<file path="src/rtl/adc_seq_pkg.sv">
package adc_seq_pkg;
  typedef enum logic {SEQ_IDLE, SEQ_CONV} seq_state_t;
endpackage

</file>
<file path="src/rtl/adc_prescaler.sv">
module adc_prescaler #(
  parameter int PRE_W = 7,
  parameter int SEL_W = 3
) (
  input  logic             clk,
  input  logic             rst_n,
  input  logic             en,
  input  logic [SEL_W-1:0] psel,
  output logic             tick,
  output logic             mid
);
  logic [PRE_W-1:0] cnt;
  logic [PRE_W-1:0] mask;
  logic [SEL_W-1:0] eff_k;

  always_ff @(posedge clk or negedge rst_n) begin
    if (!rst_n)   cnt <= '0;
    else if (!en) cnt <= '0;
    else          cnt <= cnt + 1'b1;
  end

  // select 0 behaves as select 1 (divide by two)
  always_comb begin
    eff_k = (psel == '0) ? SEL_W'(1) : psel;
    mask  = '0;
    for (int i = 0; i < PRE_W; i++) begin
      if (i < int'(eff_k)) mask[i] = 1'b1;
    end
  end

  assign tick = en && ((cnt & mask) == mask);
  assign mid  = en && ((cnt & mask) == (mask >> 1));
endmodule

</file>
<file path="src/rtl/adc_sar.sv">
module adc_sar #(
  parameter int RES_W = 10,
  localparam int IDX_W = $clog2(RES_W)
) (
  input  logic             clk,
  input  logic             rst_n,
  input  logic             clr,
  input  logic             load,
  input  logic             step,
  input  logic [IDX_W-1:0] bit_idx,
  input  logic             cmp,
  output logic [RES_W-1:0] sar
);
  logic [RES_W-1:0] nxt;

  always_comb begin
    nxt = sar;
    for (int i = 0; i < RES_W; i++) begin
      if (i == int'(bit_idx))          nxt[i] = cmp;
      else if (i + 1 == int'(bit_idx)) nxt[i] = 1'b1;
    end
  end

  always_ff @(posedge clk or negedge rst_n) begin
    if (!rst_n)    sar <= '0;
    else if (clr)  sar <= '0;
    else if (load) sar <= RES_W'(1) << (RES_W - 1);
    else if (step) sar <= nxt;
  end
endmodule

</file>
<file path="src/rtl/adc_seq_ctrl.sv">
module adc_seq_ctrl
  import adc_seq_pkg::*;
#(
  parameter int RES_W      = 10,
  parameter int NORM_LEN   = 13,
  parameter int FIRST_LEN  = 25,
  parameter int NORM_SAMP  = 1,
  parameter int FIRST_SAMP = 13,
  localparam int CYC_W = $clog2(FIRST_LEN + 1),
  localparam int IDX_W = $clog2(RES_W)
) (
  input  logic             clk,
  input  logic             rst_n,
  input  logic             en,
  input  logic             start_set,
  input  logic             free_run,
  input  logic             flag_clr,
  input  logic             tick,
  input  logic             mid,
  output logic             busy,
  output logic             start_q,
  output logic             flag,
  output logic             sample,
  output logic             sar_clr,
  output logic             sar_step,
  output logic [IDX_W-1:0] bit_idx,
  output logic             done
);
  seq_state_t       state;
  logic [CYC_W-1:0] cyc;
  logic [CYC_W-1:0] n_tick;
  logic [CYC_W-1:0] len;
  logic [CYC_W-1:0] samp;
  logic             first;
  logic             begin_c;
  logic             in_conv;

  always_comb begin
    len     = first ? CYC_W'(FIRST_LEN) : CYC_W'(NORM_LEN);
    samp    = first ? CYC_W'(FIRST_SAMP) : CYC_W'(NORM_SAMP);
    n_tick  = cyc + 1'b1;
    in_conv = en && (state == SEQ_CONV);
    begin_c = en && (state == SEQ_IDLE) && start_q && tick;
    done    = in_conv && tick && (n_tick == len);
    sample  = in_conv && mid && (cyc == samp);
    sar_step = in_conv && tick && (n_tick > samp) &&
               (n_tick <= samp + CYC_W'(RES_W));
    bit_idx = IDX_W'(samp + CYC_W'(RES_W) - n_tick);
    sar_clr = !en;
  end

  assign busy = (state == SEQ_CONV);

  always_ff @(posedge clk or negedge rst_n) begin
    if (!rst_n) begin
      state   <= SEQ_IDLE;
      cyc     <= '0;
      start_q <= 1'b0;
      first   <= 1'b1;
    end else if (!en) begin
      state   <= SEQ_IDLE;
      cyc     <= '0;
      start_q <= 1'b0;
      first   <= 1'b1;
    end else begin
      if (start_set && !start_q) start_q <= 1'b1;
      case (state)
        SEQ_IDLE: if (begin_c) begin
          state <= SEQ_CONV;
          cyc   <= '0;
        end
        SEQ_CONV: if (tick) begin
          if (done) begin
            first <= 1'b0;
            cyc   <= '0;
            if (!free_run) begin
              state   <= SEQ_IDLE;
              start_q <= 1'b0;
            end
          end else begin
            cyc <= n_tick;
          end
        end
        default: state <= SEQ_IDLE;
      endcase
    end
  end

  always_ff @(posedge clk or negedge rst_n) begin
    if (!rst_n)        flag <= 1'b0;
    else if (done)     flag <= 1'b1;
    else if (flag_clr) flag <= 1'b0;
  end
endmodule

</file>
<file path="src/rtl/adc_seq_top.sv">
module adc_seq_top #(
  parameter int RES_W      = 10,
  parameter int PRE_W      = 7,
  parameter int SEL_W      = 3,
  parameter int NORM_LEN   = 13,
  parameter int FIRST_LEN  = 25,
  parameter int NORM_SAMP  = 1,
  parameter int FIRST_SAMP = 13
) (
  input  logic             clk,
  input  logic             rst_n,
  input  logic             en_i,
  input  logic             start_set_i,
  input  logic             free_run_i,
  input  logic [SEL_W-1:0] psel_i,
  input  logic             flag_clr_i,
  input  logic             cmp_i,
  output logic             adc_tick_o,
  output logic             busy_o,
  output logic             start_o,
  output logic             sample_o,
  output logic [RES_W-1:0] dac_o,
  output logic [RES_W-1:0] result_o,
  output logic             flag_o
);
  localparam int IDX_W = $clog2(RES_W);

  logic             tick, mid, sample, sar_clr, sar_step, done;
  logic [IDX_W-1:0] bit_idx;
  logic [RES_W-1:0] sar;

  adc_prescaler #(.PRE_W(PRE_W), .SEL_W(SEL_W)) u_pre (
    .clk(clk), .rst_n(rst_n), .en(en_i), .psel(psel_i),
    .tick(tick), .mid(mid)
  );

  adc_seq_ctrl #(
    .RES_W(RES_W), .NORM_LEN(NORM_LEN), .FIRST_LEN(FIRST_LEN),
    .NORM_SAMP(NORM_SAMP), .FIRST_SAMP(FIRST_SAMP)
  ) u_ctrl (
    .clk(clk), .rst_n(rst_n), .en(en_i), .start_set(start_set_i),
    .free_run(free_run_i), .flag_clr(flag_clr_i), .tick(tick), .mid(mid),
    .busy(busy_o), .start_q(start_o), .flag(flag_o), .sample(sample),
    .sar_clr(sar_clr), .sar_step(sar_step), .bit_idx(bit_idx), .done(done)
  );

  adc_sar #(.RES_W(RES_W)) u_sar (
    .clk(clk), .rst_n(rst_n), .clr(sar_clr), .load(sample),
    .step(sar_step), .bit_idx(bit_idx), .cmp(cmp_i), .sar(sar)
  );

  always_ff @(posedge clk or negedge rst_n) begin
    if (!rst_n)    result_o <= '0;
    else if (done) result_o <= sar;
  end

  assign adc_tick_o = tick;
  assign sample_o   = sample;
  assign dac_o      = sar;
endmodule

</file>
<file path="config.mk">
export PLATFORM = sky130hd
export DESIGN_NAME = adc_seq_top
export DESIGN_NICKNAME = d
export VERILOG_FILES = /design/src/rtl/adc_seq_pkg.sv /design/src/rtl/adc_prescaler.sv /design/src/rtl/adc_sar.sv /design/src/rtl/adc_seq_ctrl.sv /design/src/rtl/adc_seq_top.sv
export SDC_FILE = /design/constraint.sdc
export NUM_CORES = 1
export LEC_CHECK = 0
export BUFFER_PORTS_ARGS = -buffer_cell sky130_fd_sc_hd__buf_2
export CORE_MARGIN = 3
export CORE_UTILIZATION = 49
export CTS_CLUSTER_DIAMETER = 200
export DETAILED_ROUTE_END_ITERATION = 8
export GPL_ROUTABILITY_DRIVEN = 0
export PLACE_DENSITY_LB_ADDON = 0.12
export SYNTH_ARGS = -nofsm -noshare
export SYNTH_HDL_FRONTEND = slang
export SYNTH_SLANG_ARGS = --single-unit
</file>
<file path="constraint.sdc">
create_clock -name clk -period 4.1 [get_ports clk]
set_input_delay 0.615 -clock clk [delete_from_list [all_inputs] [get_ports clk]]
set_output_delay 0.615 -clock clk [all_outputs]
set_load 0.02 [all_outputs]
</file>
==> metrics.csv, run 1 <==
stage,metric,value,unit
outcome,outcome,"finished, final reports clean",
sta,setup_violations,0,
cts,worstSkewPairLatency,290,ps
drt,routedWlPerCell,15.1,µm
final_layout,utilization,59.5,%
die,core_area,4140,µm²
sta,finalCritPeriodShare,69.6,%
critical_path,crit_type,reg -> reg,
drt,drt-pass1-iter-count,4,
cts,cts_hold_buffers,0,
critical_path,start_kind,flip-flop,
drt,vias,1712,
cts,cts_setup_buffers,0,
sta,fin_skew,5.68,ps
die,ios,35,
die,start_util,52.9,%
sta,slew_viol_final,0,
sta,fin_tns_setup,0,ps
yosys,syn_area,2190,µm²
yosys,yosys.area.top_type,dfrtp_1,
global_route,grt_pass1_vias,1585,
pwr,p_per_area,287,nW/µm²
global_route,grt_max_degree,37,
final_layout,n_antenna_cell,0,
die,die_area,5310,µm²
critical_path,worstPathMaxFanout,15,
yosys,synthesis.instances,216,
sta,fmax,351,MHz
global_route,grt_pass1_wl,7570,µm
yosys,seq_area_frac_synth,41.2,%
placed_design,port_buffers,34,
final_layout,layout.nets,268,
cts,cts_buffer_depth,2,
cts,root_buffer,clkbuf_8,
yosys,synth.distinct_cells,54,
sta,worst_pin_slew,786,ps
yosys,ys_warn_count,0,
sta,hold_viol_final,0,
cts,path_clk_slew,80,ps
die,die_w,72.9,µm
final_layout,post_route_cells_drive_above_1_share,27.0,%
cts,htree_num_levels,2,
critical_path,r2r_cells,11,
drt,final_antenna_net_count,0,
critical_path,r2r_slack,1250,ps
critical_path,cp-end-kind,flip-flop,
drt,drt_wl_total,4510,µm
yosys,yosysTopAreaCellShare,40.0,%
sta,slew_headroom,47.6,%
critical_path,r2r_start,u_ctrl.cyc[0],
cts,numClockSinks,36,
placed_design,dp_hpwl,3290,µm
pwr,p_leak,1.19,nW
critical_path,r2r-end,u_sar.sar[7],
min_path,min_path_type,in -> async,
sta,fin_crit,2850,ps
pwr,irDropWorstVdd,141,µV
yosys,ys_ff_latch,36,
critical_path,cp_data_required_time,4290,ps
die,row_count,23,
cts,cts_resized,0,
critical_path,worst_ep_arrival_time,3040,ps
cts,numCtsBuffers,5,
yosys,avgSynthCellArea,10.1,µm²
global_route,track_usage,18.4,%
final_layout,synthToLayoutAreaGrowth,12.4,%
yosys,synth.area.top_cells,"dfrtp_1, ha_1, mux2_2",
drt,drcViolationCount,0,
global_route,grt_antenna_before_repair,0,
drt,viasPerCell,5.74,
final_layout,fillers,359,
drt,dr.first_iter.drc_count,128,
global_route,grt-ovfl-total,0,
run,maxCapViolCount,0,
die,die_h,72.9,µm
yosys,syn_nets,237,
sta,rsz0062_at_grt,false,
cts,cts_tree,built,
==> worst max-delay path, stage by stage (launching register included) <==
cell,delay (ps)
dfrtp_1,460
ha_1,270
nand3_1,110
xor2_1,220
inv_1,70
ha_1,360
and3b_1,210
nand3_1,90
a32o_2,280
and2_4,220
and3_4,200
a311oi_1,260
==> synth_stat cells, drive strengths merged <==
library cell,instances
a21boi,6
xnor2,4
a41oi,5
or3,2
nand3b,3
a311oi,6
a211oi,2
o221ai,1
a32oi,1
o221a,1
and3,4
nand4,3
a41o,1
a21o,1
nor2,13
and2,9
mux2,10
a32o,2
dfrtp,35
o211ai,1
o21bai,1
o21ai,13
ha,11
nor3b,1
nand2,15
a31oi,2
a2111oi,3
inv,10
a22o,1
and3b,1
o211a,1
nor3,3
clkbuf,2
buf,8
and4bb,1
or2,2
nor2b,5
o2111ai,1
a21oi,6
mux2i,2
nand2b,5
nand3,8
dfstp,1
xor2,3
==> kinds of logic (layout without fill, tap and decap cells) <==
group	Yosys count	in the layout	synth area share [%]
flip-flops	36	36	41.2
buffers and inverters	20	52	5.02
AO/OA/AOI/OAI	55	55	19.2
AND/OR/NAND/NOR	75	75	19.5
XOR/XNOR	7	7	2.80
multiplexers	12	12	6.05
adder cells (fa/ha/maj)	11	11	6.28
==> cells in the final DEF (no fill, tap or decap), types with 3 or more instances in the layout <==
master	instances
dfrtp_1	35
nand3_1	8
a2111oi_2	3
nor2_1	13
inv_1	10
clkbuf_8	5
buf_2	34
o21ai_0	12
nand2b_1	5
mux2_2	10
nor3_1	3
ha_1	11
a21oi_1	6
nand3b_1	3
xnor2_1	4
nor2b_1	5
xor2_1	3
a21boi_0	5
a311oi_1	6
a41oi_1	5
and2_1	6
nand2_1	15
==> how the worst max path moves through the flow <==
stage	from	end	slack [ps]	cells past startpoint
floorplan	u_ctrl.cyc[0]	u_sar.sar[0]	1470	12
global placement	u_ctrl.cyc[0]	u_sar.sar[3]	1360	11
detailed placement	u_ctrl.cyc[0]	u_sar.sar[3]	1250	11
CTS	u_ctrl.cyc[0]	u_sar.sar[7]	1250	11
global route	u_ctrl.cyc[0]	u_sar.sar[7]	950	11
finish	u_ctrl.cyc[0]	u_sar.sar[7]	1250	11
==> routing by layer <==
layer | routed length (µm) | GRT usage, %
met5 | 0 | 0
met4 | 49 | 7.79
met3 | 283 | 4.55
met1 | 2250 | 26.7
met2 | 1930 | 26.2
==> layout make-up <==
| type | count | area [µm²] | area share [%] |
|---|---|---|---|
| well taps | 50 | 62.6 | 2.54 |
| flip-flops and latches | 36 | 902 | 36.6 |
| multi-input cells | 160 | 1180 | 47.9 |
| clock inverters | 3 | 42.5 | 1.73 |
| inverters | 10 | 37.5 | 1.52 |
| clock buffers | 5 | 68.8 | 2.79 |
| repair buffers | 34 | 170 | 6.91 |
==> metrics by stage <==
stage          setup slack [ps]  hold slack [ps]  power [mW]  area, µm²  cells
3_5_place_dp               1250              487       0.407       2350    290
3_3_place_gp               1360              482       0.407       2350    290
4_1_cts                    1250              435       0.718       2460    298
5_1_grt                     950              456       0.735       2460    298
2_1_floorplan              1470              319       0.389       2190    216
6_report                   1250              403       0.706       2460    298
==> report_power, final <==
| part | leakage [nW] | total, mW | internal, mW | switching (mW) |
|---|---|---|---|---|
| Combinational | 0.643 | 0.0363 | 0.0135 | 0.0229 |
| Sequential | 0.496 | 0.363 | 0.358 | 0.00490 |
| Clock | 0.0541 | 0.307 | 0.180 | 0.127 |
==> state kept, by name (all words and copies together) (netlist names) <==
signal / flops
u_ctrl.cyc: 5
u_ctrl.flag: 1
result_o: 10
u_ctrl.start_q: 1
u_ctrl.first: 1
u_pre.cnt: 7
u_ctrl.busy: 1
u_sar.sar: 10
Note: power is estimated with default switching activity, not from simulation.
==> run 2: changes to the inputs <==
clock period = 2.9 ns   (was 4.1 ns; I/O delays follow)
==> run 2 against run 1 <==
- via count increased by 1.1%
- register-to-register slack got worse by 1000 ps
- wire length increased by 1.2%
- fmax increased by 6.0%
- clock power increased by 41%
- highest routed layer unchanged
==> metrics.csv, run 2 (synthesis results as in run 1) <==
stage,metric,value,unit
global_route,grt-ovfl-total,0,
drt,met2WireLength,2010,µm
drt,drt-pass1-iter-count,4,
final_layout,post_route_cells_drive_above_1_share,29.6,%
drt,vias,1731,
global_route,track_usage,18.2,%
pwr,total_power,0.999,mW
final_layout,seq_area,903,µm²
final_layout,synthToLayoutAreaGrowth,14.2,%
global_route,grt_pass1_wl,7660,µm
placed_design,port_buffers,34,
sta,fin_crit,2690,ps
sta,slew_headroom,47.3,%
sta,setup_violations,0,
critical_path,worstPathMaxFanout,15,
drt,highest_layer,met4,
min_path,min_path_type,in -> async,
sta,fin_skew,7.71,ps
critical_path,worst_ep_arrival_time,2880,ps
cts,cts_tree,built,
outcome,outcome,"finished, final reports clean",
global_route,grt_antenna_before_repair,0,
drt,routedWlPerCell,15.2,µm
cts,numClockSinks,36,
drt,drt_wl_total,4570,µm
die,die_area,5310,µm²
die,die_w,72.9,µm
critical_path,cp_data_required_time,3090,ps
drt,final_antenna_net_count,0,
cts,cts_resized,0,
critical_path,crit_path_start,u_ctrl.cyc[0],
cts,path_clk_slew,80,ps
die,start_util,52.9,%
drt,route.met3.wl,240,µm
final_layout,final_cell_mix,"buf_2, dfrtp_1, nand2_1",
critical_path,slowest_delay,450,ps
cts,htree_num_levels,2,
cts,numCtsBuffers,5,
critical_path,worst_path_max_delay_cell,dfrtp_2,
die,row_count,23,
cts,cts_hold_buffers,0,
sta,slew_viol_final,0,
drt,drt-met1-wl,2270,µm
pwr,irDropWorstVdd,194,µV
drt,viasPerCell,5.77,
sta,fmax,372,MHz
cts,cts_buffer_depth,2,
sta,fin_tns_setup,0,ps
final_layout,n_antenna_cell,0,
final_layout,layout.nets,270,
critical_path,crit_type,reg -> reg,
sta,worst_pin_slew,790,ps
final_layout,multiInputGateArea,1200,µm²
die,die_h,72.9,µm
die,core_area,4140,µm²
sta,hold_viol_final,0,
critical_path,cp-end-kind,flip-flop,
final_layout,reg_top3,"result_o x10, u_sar.sar x10, u_pre.cnt x7",
global_route,grt_max_degree,37,
drt,drcViolationCount,0,
sta,rsz0062_at_grt,false,
critical_path,r2r_start,u_ctrl.cyc[0],
pwr,p_leak,1.20,nW
run,maxCapViolCount,0,
cts,cts_setup_buffers,0,
drt,dr.first_iter.drc_count,109,
sta,finalCritPeriodShare,92.8,%
final_layout,fillers,371,
cts,root_buffer,clkbuf_8,
cts,worstSkewPairLatency,280,ps
critical_path,cp_cell_sequence,ha_1 > nand3_1 > xor2_2 > inv_1 > ha_1 > and3b_1 > nand3_1 > a32o_2 > and2_4 > and3_4 > a311oi_1,
global_route,grt_pass1_vias,1583,
die,ios,35,
critical_path,start_kind,flip-flop,
final_layout,utilization,60.4,%
pwr,p_per_area,399,nW/µm²
placed_design,dp_hpwl,3340,µm
-- run 2: through the flow --
| stage | hold slack, ps | cells | setup slack (ps) | instance area [µm²] |
|---|---|---|---|---|
| 2_1_floorplan | 139 | 216 | 270 | 2190 |
| 3_3_place_gp | 482 | 292 | 285 | 2370 |
| 3_5_place_dp | 488 | 292 | 190 | 2370 |
| 4_1_cts | 257 | 300 | 159 | 2480 |
| 5_1_grt | 305 | 300 | 5.38 | 2500 |
| 6_report | 235 | 300 | 208 | 2500 |
-- run 2: final timing paths --
kind,cells past startpoint,slack [ps],to
max,11,210,u_sar.sar[7]
min,1,240,u_pre.cnt[0]
max reg2reg,11,210,u_sar.sar[7]
min reg2reg,1,500,result_o[3]
max in group asynchronous,1,2120,u_ctrl.cyc[0]
min in group clk,2,350,u_ctrl.flag
-- run 2: final cells by class --
type,instances,area share [%]
clock buffers,5,2.75
clock inverters,3,1.70
inverters,10,1.50
multi-input cells,160,48.1
flip-flops and latches,36,36.1
well taps,50,2.50
repair buffers,36,7.40
-- run 2: where the power goes --
group | internal [mW] | total (mW) | switching (mW)
sequential | 0.506 | 0.513 | 0.00719
combinational | 0.0191 | 0.0517 | 0.0327
clock | 0.254 | 0.434 | 0.180
total | 0.780 | 0.999 | 0.220
-- run 2: worst max-delay path: cells and delay by family, from the launching register on --
family                   cells  cell delay [ps]
AND/OR/NAND/NOR              5              830
buffers and inverters        1               70
adder cells (fa/ha/maj)      2              530
AO/OA/AOI/OAI                2              540
XOR/XNOR                     1              180
flip-flops                   1              450
-- run 2: routing by layer --
layer  GRT usage [%]  vias to the layer above
met5               0                        -
met4            4.92                        0
met3            3.58                        5
met2            26.2                       40
met1            27.9                      833
li1                -                      853
==> run 3: changes to the inputs <==
CELL_PAD_IN_SITES_DETAIL_PLACEMENT = 1   (was unset)
CELL_PAD_IN_SITES_GLOBAL_PLACEMENT = 2   (was unset)
CORE_UTILIZATION = 36   (was 49)
==> run 3 against run 2 <==
- sequential power about the same
- setup slack got worse by 21 ps
- hold slack got worse by 3.5 ps
- register-to-register slack got worse by 20 ps
- sequential share of layout area decreased by 0.23 points
- flip-flop and latch count unchanged
- total power increased by 1.0%
- largest cell class unchanged
- largest power group unchanged
==> metrics.csv, run 3 (synthesis results as in run 1) <==
stage,metric,value,unit
cts,numClockSinks,36,
cts,cts_tree,built,
sta,hold_viol_final,0,
global_route,grt_pass1_wl,9140,µm
critical_path,crit_type,reg -> reg,
cts,htree_num_levels,2,
placed_design,port_buffers,34,
pwr,p_clk_share,43.7,%
drt,final_antenna_net_count,0,
final_layout,multiInputGateArea,1190,µm²
sta,fin_crit,2710,ps
pwr,seq_power_share,50.9,%
final_layout,reg_top3,"result_o x10, u_sar.sar x10, u_pre.cnt x7",
final_layout,synthToLayoutAreaGrowth,15.0,%
sta,worst_pin_slew,800,ps
final_layout,fillers,670,
drt,drcViolationCount,0,
cts,worstSkewPairLatency,290,ps
run,maxCapViolCount,0,
die,core_area,5710,µm²
global_route,busiest_layer,met2,
critical_path,cp_data_required_time,3090,ps
sta,fin_skew,5.60,ps
pwr,p_leak,1.21,nW
final_layout,final_cell_mix,"buf_2, dfrtp_1, nand2_1",
sta,fmax,369,MHz
critical_path,start_kind,flip-flop,
drt,dr.first_iter.drc_count,84,
sta,fin_ws,188,ps
sta,fin_tns_setup,0,ps
critical_path,r2r_cells,11,
placed_design,place_area,2400,µm²
pwr,switching_share,22.6,%
pwr,internal-power,0.781,mW
drt,vias,1764,
global_route,grt_antenna_before_repair,0,
placed_design,place_ws,151,ps
sta,finalCritPeriodShare,93.5,%
critical_path,slowest_delay,460,ps
critical_path,r2r_start,u_ctrl.cyc[0],
cts,path_clk_slew,80,ps
die,die_area,7060,µm²
critical_path,r2r_slack,190,ps
die,die_h,84.0,µm
final_layout,utilization,44.1,%
critical_path,cp-end-kind,flip-flop,
cts,cts_hold_buffers,0,
global_route,met3_usage,3.16,%
global_route,grt_max_degree,37,
sta,slew_headroom,46.6,%
pwr,p_per_area,401,nW/µm²
critical_path,cp_cell_sequence,ha_1 > nand3_1 > xor2_1 > inv_1 > ha_1 > and3b_1 > nand3_1 > a32o_2 > and2_4 > and3_4 > a311oi_1,
final_layout,fin_area,2520,µm²
die,ios,35,
cts,cts_buffer_depth,2,
global_route,track_usage,16.0,%
global_route,use_met1,21.7,%
min_path,min_path_type,in -> async,
die,die_w,84.0,µm
global_route,grt_pass1_vias,1781,
final_layout,n_antenna_cell,0,
final_layout,seq_area,903,µm²
die,row_count,27,
global_route,grt-ovfl-total,0,
cts,numCtsBuffers,5,
final_layout,post_route_cells_drive_above_1_share,28.7,%
die,start_util,38.4,%
critical_path,worst_ep_arrival_time,2910,ps
pwr,p_comb_share,5.4,%
critical_path,worst_path_max_delay_cell,dfrtp_2,
global_route,grtUsageMet2,26.0,%
drt,drt_wl_total,5540,µm
critical_path,worstPathMaxFanout,15,
drt,viasPerCell,5.46,
sta,slew_viol_final,0,
critical_path,r2r-end,u_sar.sar[7],
sta,rsz0062_at_grt,false,
placed_design,dp_hpwl,4030,µm
pwr,irDropWorstVdd,225,µV
sta,setup_violations,0,
outcome,outcome,"finished, final reports clean",
pwr,p_switching,0.228,mW
drt,routedWlPerCell,17.2,µm
cts,root_buffer,clkbuf_8,
pwr,total_power,1.01,mW
drt,drt-pass1-iter-count,4,
final_layout,layout.nets,271,
run 3: power by group through the flow:
stage	clock (mW)	sequential (mW)	combinational (mW)
4_1_cts	0.457	0.514	0.0568
5_1_grt	0.474	0.515	0.0627
3_5_place_dp	0	0.523	0.0565
6_report	0.441	0.514	0.0547
2_1_floorplan	0	0.522	0.0282
3_3_place_gp	0	0.524	0.0555
run 3: cell type report:
| cell class | instances | share of cell area, % |
|---|---|---|
| clock buffers | 6 | 2.88 |
| clock inverters | 2 | 1.39 |
| inverters | 10 | 1.49 |
| multi-input cells | 160 | 47.2 |
| flip-flops and latches | 36 | 35.8 |
| well taps | 72 | 3.57 |
| repair buffers | 37 | 7.65 |
run 3: critical path, delay by kind of cell, from the launching register on:
family / cells / cell delay, ps
AO/OA/AOI/OAI: 2 / 530
AND/OR/NAND/NOR: 5 / 800
adder cells (fa/ha/maj): 2 / 540
buffers and inverters: 1 / 70
flip-flops: 1 / 460
XOR/XNOR: 1 / 210
run 3: metal layers:
layer,vias to the layer above,part of all wire (%)
li1,857,-
met1,879,49
met2,23,47
met3,5,2.6
met4,0,0.83
met5,-,0
run 3: how the worst max path moves through the flow:
stage	startpoint	to
6_report	u_ctrl.cyc[0]	u_sar.sar[7]
5_1_grt	u_ctrl.cyc[0]	u_sar.sar[1]
4_1_cts	u_ctrl.cyc[0]	u_sar.sar[1]
3_5_place_dp	u_ctrl.cyc[0]	u_sar.sar[1]
3_3_place_gp	u_ctrl.cyc[0]	u_sar.sar[2]
2_1_floorplan	u_ctrl.cyc[0]	u_sar.sar[0]
run 3: repair_timing:
action                                 CTS  global route
setup endpoints to repair                0             8
gates resized for setup                  0             3
buffers inserted                         0             0
endpoints found under the hold margin    0             0
run 3: stage by stage:
stage	instances	hold WS [ps]
global route	323	290
floorplan	216	139
detailed placement	315	490
CTS	323	274
global placement	315	483
finish	323	232
